[src/rtl/icc_pkg.sv]
package icc_pkg;
   localparam int ICC_LINES = 8;
   localparam int ICC_IDW   = 3;

   typedef enum logic [1:0] {
      PH_RUN = 2'd0,
      PH_W2  = 2'd1,
      PH_W3  = 2'd2,
      PH_W4  = 2'd3
   } phase_t;

   typedef struct packed {
      logic                hit;
      logic [ICC_IDW-1:0]  rank;
      logic [ICC_IDW-1:0]  line;
   } pick_t;

   // first set bit walking upward from base, with wrap
   function automatic pick_t rot_pick(input logic [ICC_LINES-1:0] m,
                                      input logic [ICC_IDW-1:0] base);
      pick_t p;
      p = '0;
      for (int k = ICC_LINES - 1; k >= 0; k--) begin
         if (m[base + ICC_IDW'(k)]) begin
            p.hit  = 1'b1;
            p.rank = ICC_IDW'(k);
            p.line = base + ICC_IDW'(k);
         end
      end
      return p;
   endfunction
endpackage

[src/rtl/icc_init_seq.sv]
module icc_init_seq
   import icc_pkg::*;
#(
   parameter int DW = 8
) (
   input  logic          clk,
   input  logic          rst_n,
   input  logic          wr_en,
   input  logic          addr,
   input  logic [DW-1:0] wdata,
   output logic          init_go,
   output logic          busy,
   output logic [DW-1:0] vec_base,
   output logic          nested,
   output logic          aeoi,
   output logic [DW-1:0] imr
);
   localparam logic [DW-1:0] VEC_MASK = ~DW'(7);

   phase_t ph;
   logic   need4;

   assign init_go = wr_en & ~addr & wdata[4];
   assign busy    = (ph != PH_RUN);

   always_ff @(posedge clk) begin
      if (!rst_n) begin
         ph       <= PH_RUN;
         need4    <= 1'b0;
         vec_base <= '0;
         nested   <= 1'b0;
         aeoi     <= 1'b0;
         imr      <= '0;
      end else if (init_go) begin
         need4 <= wdata[0];
         imr   <= '0;
         if (!wdata[0]) begin
            nested <= 1'b0;
            aeoi   <= 1'b0;
         end
         ph <= PH_W2;
      end else if (wr_en && addr) begin
         unique case (ph)
            PH_RUN: imr <= wdata;
            PH_W2: begin
               vec_base <= wdata & VEC_MASK;
               ph       <= PH_W3;
            end
            PH_W3: ph <= need4 ? PH_W4 : PH_RUN;
            PH_W4: begin
               nested <= wdata[4];
               aeoi   <= wdata[1];
               ph     <= PH_RUN;
            end
            default: ph <= PH_RUN;
         endcase
      end
   end
endmodule

[src/rtl/icc_ocw.sv]
module icc_ocw
   import icc_pkg::*;
#(
   parameter int N   = 8,
   parameter int IDW = 3
) (
   input  logic           clk,
   input  logic           rst_n,
   input  logic           wr_en,
   input  logic           addr,
   input  logic [7:0]     wdata,
   input  logic           init_go,
   input  logic [N-1:0]   isr,
   input  logic           grant_vld,
   input  logic [IDW-1:0] grant_id,
   input  logic           aeoi,
   input  logic           poll_rd,
   input  logic           poll_hit,
   input  logic [IDW-1:0] poll_line,
   output logic [IDW-1:0] rot_base,
   output logic           rot_aeoi,
   output logic           smm,
   output logic           rsel,
   output logic           poll_armed,
   output logic [N-1:0]   isr_clr,
   output logic           eoi_vld,
   output logic [IDW-1:0] eoi_id
);
   logic           cmd_wr, ocw3_wr;
   logic [2:0]     code;
   pick_t          top_isr;
   logic           clr_v, base_ld;
   logic [IDW-1:0] clr_id, base_nx;

   assign cmd_wr  = wr_en & ~addr & ~wdata[4] & ~wdata[3];
   assign ocw3_wr = wr_en & ~addr & ~wdata[4] &  wdata[3];
   assign code    = wdata[7:5];
   assign top_isr = rot_pick(isr, rot_base);

   always_comb begin
      clr_v   = 1'b0;
      clr_id  = '0;
      base_ld = 1'b0;
      base_nx = '0;
      if (cmd_wr) begin
         unique case (code)
            3'd1, 3'd5: begin
               if (top_isr.hit) begin
                  clr_v  = 1'b1;
                  clr_id = top_isr.line;
                  if (code == 3'd5) begin
                     base_ld = 1'b1;
                     base_nx = top_isr.line + IDW'(1);
                  end
               end
            end
            3'd3: begin
               clr_v  = 1'b1;
               clr_id = wdata[IDW-1:0];
            end
            3'd6: begin
               base_ld = 1'b1;
               base_nx = wdata[IDW-1:0] + IDW'(1);
            end
            3'd7: begin
               clr_v   = 1'b1;
               clr_id  = wdata[IDW-1:0];
               base_ld = 1'b1;
               base_nx = wdata[IDW-1:0] + IDW'(1);
            end
            default: ;
         endcase
      end else if (poll_rd && poll_hit) begin
         clr_v  = 1'b1;
         clr_id = poll_line;
      end
   end

   assign isr_clr = clr_v ? (N'(1) << clr_id) : '0;

   always_ff @(posedge clk) begin
      if (!rst_n) begin
         rot_base   <= '0;
         rot_aeoi   <= 1'b0;
         smm        <= 1'b0;
         rsel       <= 1'b0;
         poll_armed <= 1'b0;
         eoi_vld    <= 1'b0;
         eoi_id     <= '0;
      end else begin
         eoi_vld <= clr_v;
         eoi_id  <= clr_id;
         if (init_go)
            rot_base <= '0;
         else if (base_ld)
            rot_base <= base_nx;
         else if (grant_vld && aeoi && rot_aeoi)
            rot_base <= grant_id + IDW'(1);
         if (cmd_wr && (code == 3'd0 || code == 3'd4))
            rot_aeoi <= wdata[7];
         if (init_go) begin
            smm  <= 1'b0;
            rsel <= 1'b0;
         end else if (ocw3_wr) begin
            if (wdata[1]) rsel <= wdata[0];
            if (wdata[6]) smm  <= wdata[5];
         end
         if (ocw3_wr && wdata[2])
            poll_armed <= 1'b1;
         else if (poll_rd)
            poll_armed <= 1'b0;
      end
   end
endmodule

[src/rtl/icc_line_bank.sv]
module icc_line_bank #(
   parameter int N = 8
) (
   input  logic         clk,
   input  logic         rst_n,
   input  logic [N-1:0] irq_in,
   input  logic [N-1:0] lvl_mode,
   input  logic         init_go,
   input  logic [N-1:0] irr_clr,
   input  logic [N-1:0] isr_clr,
   input  logic [N-1:0] isr_set,
   output logic [N-1:0] irr,
   output logic [N-1:0] isr
);
   logic [N-1:0] prev;

   for (genvar g = 0; g < N; g++) begin : g_line
      always_ff @(posedge clk) begin
         if (!rst_n) begin
            irr[g]  <= 1'b0;
            isr[g]  <= 1'b0;
            prev[g] <= 1'b0;
         end else begin
            prev[g] <= init_go ? 1'b0 : irq_in[g];
            if (lvl_mode[g])
               irr[g] <= irq_in[g];
            else if (init_go)
               irr[g] <= 1'b0;
            else
               irr[g] <= (irr[g] & ~irr_clr[g]) | (irq_in[g] & ~prev[g]);
            isr[g] <= (isr[g] & ~isr_clr[g]) | isr_set[g];
         end
      end
   end
endmodule

[src/rtl/icc_regif.sv]
module icc_regif
   import icc_pkg::*;
#(
   parameter int DATA_W  = 8,
   parameter int N_LINES = 8,
   localparam int ID_W   = $clog2(N_LINES)
) (
   input  logic              clk,
   input  logic              rst_n,
   input  logic              bus_addr,
   input  logic              bus_wr,
   input  logic              bus_rd,
   input  logic [DATA_W-1:0] bus_wdata,
   output logic [DATA_W-1:0] bus_rdata,
   input  logic [N_LINES-1:0] irq_in,
   input  logic [N_LINES-1:0] lvl_mode,
   input  logic              grant_vld,
   input  logic [ID_W-1:0]   grant_id,
   output logic [N_LINES-1:0] irr_o,
   output logic [N_LINES-1:0] isr_o,
   output logic [N_LINES-1:0] imr_o,
   output logic [DATA_W-1:0] vec_base,
   output logic [ID_W-1:0]   rot_base,
   output logic              auto_eoi,
   output logic              rot_on_aeoi,
   output logic              nested_mode,
   output logic              special_mask,
   output logic              poll_armed,
   output logic              read_isr,
   output logic              init_busy,
   output logic              eoi_vld,
   output logic [ID_W-1:0]   eoi_id
);
   if (DATA_W != 8 || N_LINES != ICC_LINES || ID_W != ICC_IDW) begin : g_bad_cfg
      $error("icc_regif: command encodings need an 8-bit bus and 8 lines");
   end

   logic               init_go, rd_fire, poll_rd, poll_hit;
   logic [N_LINES-1:0] isr_clr, irr_clr, isr_set, grant_mask, poll_mask;
   pick_t              pend_pick, serv_pick;
   logic [DATA_W-1:0]  poll_byte;

   icc_init_seq #(.DW(DATA_W)) u_seq (
      .clk      (clk),
      .rst_n    (rst_n),
      .wr_en    (bus_wr),
      .addr     (bus_addr),
      .wdata    (bus_wdata),
      .init_go  (init_go),
      .busy     (init_busy),
      .vec_base (vec_base),
      .nested   (nested_mode),
      .aeoi     (auto_eoi),
      .imr      (imr_o)
   );

   // poll evaluation on the state held before this edge
   assign pend_pick = rot_pick(irr_o & ~imr_o, rot_base);
   assign serv_pick = rot_pick(isr_o, rot_base);
   assign poll_hit  = pend_pick.hit & (~serv_pick.hit | (pend_pick.rank < serv_pick.rank));
   assign poll_byte = poll_hit ? {1'b1, {(DATA_W-1-ID_W){1'b0}}, pend_pick.line} : DATA_W'(7);
   assign rd_fire   = bus_rd & ~bus_wr;
   assign poll_rd   = rd_fire & poll_armed;

   icc_ocw #(.N(N_LINES), .IDW(ID_W)) u_ocw (
      .clk        (clk),
      .rst_n      (rst_n),
      .wr_en      (bus_wr),
      .addr       (bus_addr),
      .wdata      (bus_wdata),
      .init_go    (init_go),
      .isr        (isr_o),
      .grant_vld  (grant_vld),
      .grant_id   (grant_id),
      .aeoi       (auto_eoi),
      .poll_rd    (poll_rd),
      .poll_hit   (poll_hit),
      .poll_line  (pend_pick.line),
      .rot_base   (rot_base),
      .rot_aeoi   (rot_on_aeoi),
      .smm        (special_mask),
      .rsel       (read_isr),
      .poll_armed (poll_armed),
      .isr_clr    (isr_clr),
      .eoi_vld    (eoi_vld),
      .eoi_id     (eoi_id)
   );

   assign grant_mask = grant_vld ? (N_LINES'(1) << grant_id) : '0;
   assign poll_mask  = (poll_rd && poll_hit) ? (N_LINES'(1) << pend_pick.line) : '0;
   assign irr_clr    = (grant_mask & ~lvl_mode) | poll_mask;
   assign isr_set    = auto_eoi ? '0 : grant_mask;

   icc_line_bank #(.N(N_LINES)) u_lines (
      .clk      (clk),
      .rst_n    (rst_n),
      .irq_in   (irq_in),
      .lvl_mode (lvl_mode),
      .init_go  (init_go),
      .irr_clr  (irr_clr),
      .isr_clr  (isr_clr),
      .isr_set  (isr_set),
      .irr      (irr_o),
      .isr      (isr_o)
   );

   always_comb begin
      if (!rd_fire)
         bus_rdata = '0;
      else if (poll_armed)
         bus_rdata = poll_byte;
      else if (bus_addr)
         bus_rdata = imr_o;
      else
         bus_rdata = read_isr ? isr_o : irr_o;
   end
endmodule

[config.mk]
export PLATFORM = sky130hd
export DESIGN_NAME = icc_regif
export DESIGN_NICKNAME = d
export VERILOG_FILES = /design/src/rtl/icc_pkg.sv /design/src/rtl/icc_init_seq.sv /design/src/rtl/icc_ocw.sv /design/src/rtl/icc_line_bank.sv /design/src/rtl/icc_regif.sv
export SDC_FILE = /design/constraint.sdc
export NUM_CORES = 1
export LEC_CHECK = 0
export BUFFER_PORTS_ARGS = -buffer_cell sky130_fd_sc_hd__buf_2
export CAP_MARGIN = 40
export CORE_MARGIN = 2
export CORE_UTILIZATION = 45
export DETAILED_ROUTE_END_ITERATION = 8
export PLACE_DENSITY = 0.71
export SYNTH_ARGS = -nofsm -noshare
export SYNTH_HDL_FRONTEND = slang
export SYNTH_SLANG_ARGS = --single-unit
[constraint.sdc]
create_clock -name clk -period 10.05 [get_ports clk]
set_input_delay 1.5075 -clock clk [delete_from_list [all_inputs] [get_ports clk]]
set_output_delay 1.5075 -clock clk [all_outputs]
set_load 0.005 [all_outputs]
==> results.sh <==
export IMPL_rsz0062_at_grt="false"
export IMPL_fmax_ghz=0.156
export IMPL_r2r_cells=16
export IMPL_htree_num_levels=2
export IMPL_cp_slowest_cell="mux4_2"
export IMPL_finalCritPeriodShare=0.639
export IMPL_whs_endpoint="u_seq.nested"
export IMPL_syn_to_final_growth_pct=11.2
export IMPL_crit_start="u_ocw.rot_base[1]"
export IMPL_syn_cell_area_um2=4960
export IMPL_synth_edff_count=0
export IMPL_postCtsSetupBuffers=0
export IMPL_placementRows=38
export IMPL_overflow=0
export IMPL_yosysTopAreaCell="dfxtp_1"
export IMPL_hp_class="reg2reg"
export IMPL_hold_start="u_seq.nested"
export IMPL_synthArstFlopShare=0
export IMPL_path_class="reg2out"
export IMPL_critPathBufInv=5
export IMPL_grt_start_max_net_pins=44
export IMPL_cts_tree="yes"
export IMPL_setup_viol=0
export IMPL_place_area_um2=5430
export IMPL_grt_pass1_vias=4851
export IMPL_clk_pin_slew_ps=90
export IMPL_vdd_ir_drop_max_uv=102
export IMPL_hold_violations=0
export IMPL_design_area_um2=5520
export IMPL_wl_met3_mm=1.28
export IMPL_p_total_uw=538
export IMPL_crit_path_cell_trace="buf_4 -> inv_1 -> ha_1 -> buf_4 -> clkinv_1 -> mux4_2 -> nand2_1 -> or2_2 -> nor4_1 -> ha_1 -> a21oi_1 -> o221ai_2 -> a211o_1 -> o21ai_0 -> buf_2"
export IMPL_rr_endpoint="u_lines.isr[4]"
export IMPL_fin_worst_skew_ps=4.69
export IMPL_io_buffers=83
export IMPL_fillers=1038
export IMPL_seq_area_frac_synth=0.214
export IMPL_drtIter0Drc=381
export IMPL_tns_ps=0
export IMPL_crit_path_max_incr_delay_ps=480
export IMPL_cts_buffers=5
export IMPL_worst_ep_required_time_ps=8540
export IMPL_viasPerCell=6.44
export IMPL_ctsRootBufferMaster="clkbuf_8"
export IMPL_fin_crit_ps=6420
export IMPL_wl_met2_mm=7.65
export IMPL_die_w_um=109
export IMPL_cap_violations=0
export IMPL_drc=0
export IMPL_hold_depth=2
export IMPL_status="finished, final reports clean"
export IMPL_coreArea_um2=10800
export IMPL_cts_resized=0
export IMPL_dr_max_layer_used="met4"
export IMPL_worstMarginPinSlew_ps=826
export IMPL_gp_congestion=0.941
export IMPL_cp_start_kind="flop"
export IMPL_end_kind="output port"
export IMPL_cpLargestDelayFamily="buffers and inverters"
export IMPL_holdBufCountCts=0
export IMPL_power_density_nw_per_um2=97.5
export IMPL_cts_buffer_depth=2
export IMPL_drv_slew=0
export IMPL_ys_ff_latch=53
export IMPL_nNetsFinal=717
export IMPL_avgSynthCellArea_um2=8.13
export IMPL_grt_pass1_wl_mm=25.9
export IMPL_ys_flop_type="dfxtp_1"
export IMPL_dr_pass1_iters=5
export IMPL_ant_nets=0
export IMPL_synth_most_common_cell="nor2_1"
export IMPL_synthTopCellsByArea="dfxtp_1 21%, mux4_2 11%, mux2i_1 6.9%"
export IMPL_synth_warnings=0
export IMPL_antenna_cells=0
export IMPL_reg2reg_from="u_ocw.rot_base[1]"
export IMPL_routed_wl_mm=16.6
export IMPL_synthCells=610
export IMPL_arrival_ps=4910
export IMPL_synth_top_area_frac=0.214
export IMPL_ys_types=73
export IMPL_fin_ws_ps=3630
export IMPL_grt_util_all_layers=0.279
export IMPL_cts_sinks=53
export IMPL_reg2reg_slack_ps=4590
export IMPL_wirelength_met1_mm=7.02
export IMPL_post_dp_hpwl_mm=12.4
export IMPL_p_leak_nw=2.30
export IMPL_slew_limit_headroom=0.449
export IMPL_io_pins=87
export IMPL_clk_latency_ps=310
export IMPL_wl_per_cell_um=20.5
export IMPL_dr_total_vias=5206
export IMPL_multi_input_area_um2=3630
export IMPL_die_area_um2=11900
export IMPL_drive_above_1_share=0.217
export IMPL_initial_core_util=0.460
export IMPL_cp_max_fo=33
export IMPL_regArea_um2=1060
export IMPL_yosys_top_cells_count="58 x nor2_1, 53 x dfxtp_1, 50 x nand2_1, 46 x a21oi_1"
export IMPL_die_h_um=109
export IMPL_grt_antenna_before_repair=0
export IMPL_post_place_ws_ps=4070
==> cell usage in the layout, fill, tap and decap left out, types with 12 or more instances in the layout <==
master    synthesis  routed
a21oi_1          46      46
and3_1           15      15
buf_2             9      83
dfxtp_1          53      52
ha_1             16      16
inv_1            22      22
mux2i_1          34      34
mux4_2           24      24
nand2_1          50      50
nand2b_1         19      19
nand3_1          18      18
nor2_1           58      58
nor2b_1          18      18
o211ai_1         12      12
o21ai_0          34      34
==> final cells by class <==
cell class                      count  area share
Tap cell                          140      0.0317
Timing Repair Buffer               90      0.0855
Clock inverter                      1     0.00136
Inverter                           24      0.0163
Sequential cell                    53       0.193
Multi-Input combinational cell    494       0.659
Clock buffer                        7      0.0138
==> worst reg2reg max path, stage by stage, from the launching register on <==
cell and delay, ps:
dfxtp_1 320, buf_4 330, inv_1 400, ha_1 400
buf_4 340, clkinv_1 360, mux4_2 480, nand2_1 80
or2_2 310, nor4_1 300, ha_1 290, a21oi_1 160
o221ai_2 150, a2111o_1 570, o211a_4 230, or3b_1 380
a32o_1 260
==> sequential cells by signal, summed over array words and instances, names as in the netlist, 2 cells and up <==
| signal | count |
|---|---|
| u_lines.prev | 8 |
| u_lines.isr | 8 |
| u_ocw.rot_base | 3 |
| u_lines.irr | 8 |
| u_seq.ph | 2 |
| u_seq.vec_base | 5 |
| u_seq.imr | 8 |
| u_ocw.eoi_id | 3 |
==> cells by family after synthesis <==
group / share of synthesized area
mux: 0.207
other cells: 0.000756
buf+inv: 0.0552
xor+xnor: 0.0124
simple gates: 0.229
fa+ha+maj: 0.0403
compound gates: 0.241
flops: 0.214
==> how the worst max path moves through the flow <==
stage,to,cells after the start
2_1_floorplan,bus_rdata[7],16
3_3_place_gp,bus_rdata[7],15
3_5_place_dp,bus_rdata[7],15
4_1_cts,bus_rdata[7],15
5_1_grt,bus_rdata[7],15
6_report,bus_rdata[7],15
==> metal layers <==
metal,up-vias,global-route usage
met3,46,0.0406
met5,-,0
li1,2399,-
met4,0,0.122
met1,2496,0.381
met2,265,0.438
==> power by group <==
part	switching, mW	leakage [nW]	internal (mW)
logic	0.107	1.83	0.0749
registers	0.0175	0.434	0.219
clock network	0.0704	0.0385	0.0495
==> stage by stage <==
step	utilization	hold slack [ps]	instances
2_1_floorplan	-	437	612
3_3_place_gp	0.502	443	800
3_5_place_dp	0.503	454	801
4_1_cts	0.511	472	809
5_1_grt	0.511	489	809
6_report	0.511	470	809
(Power assumes the default switching activity.)
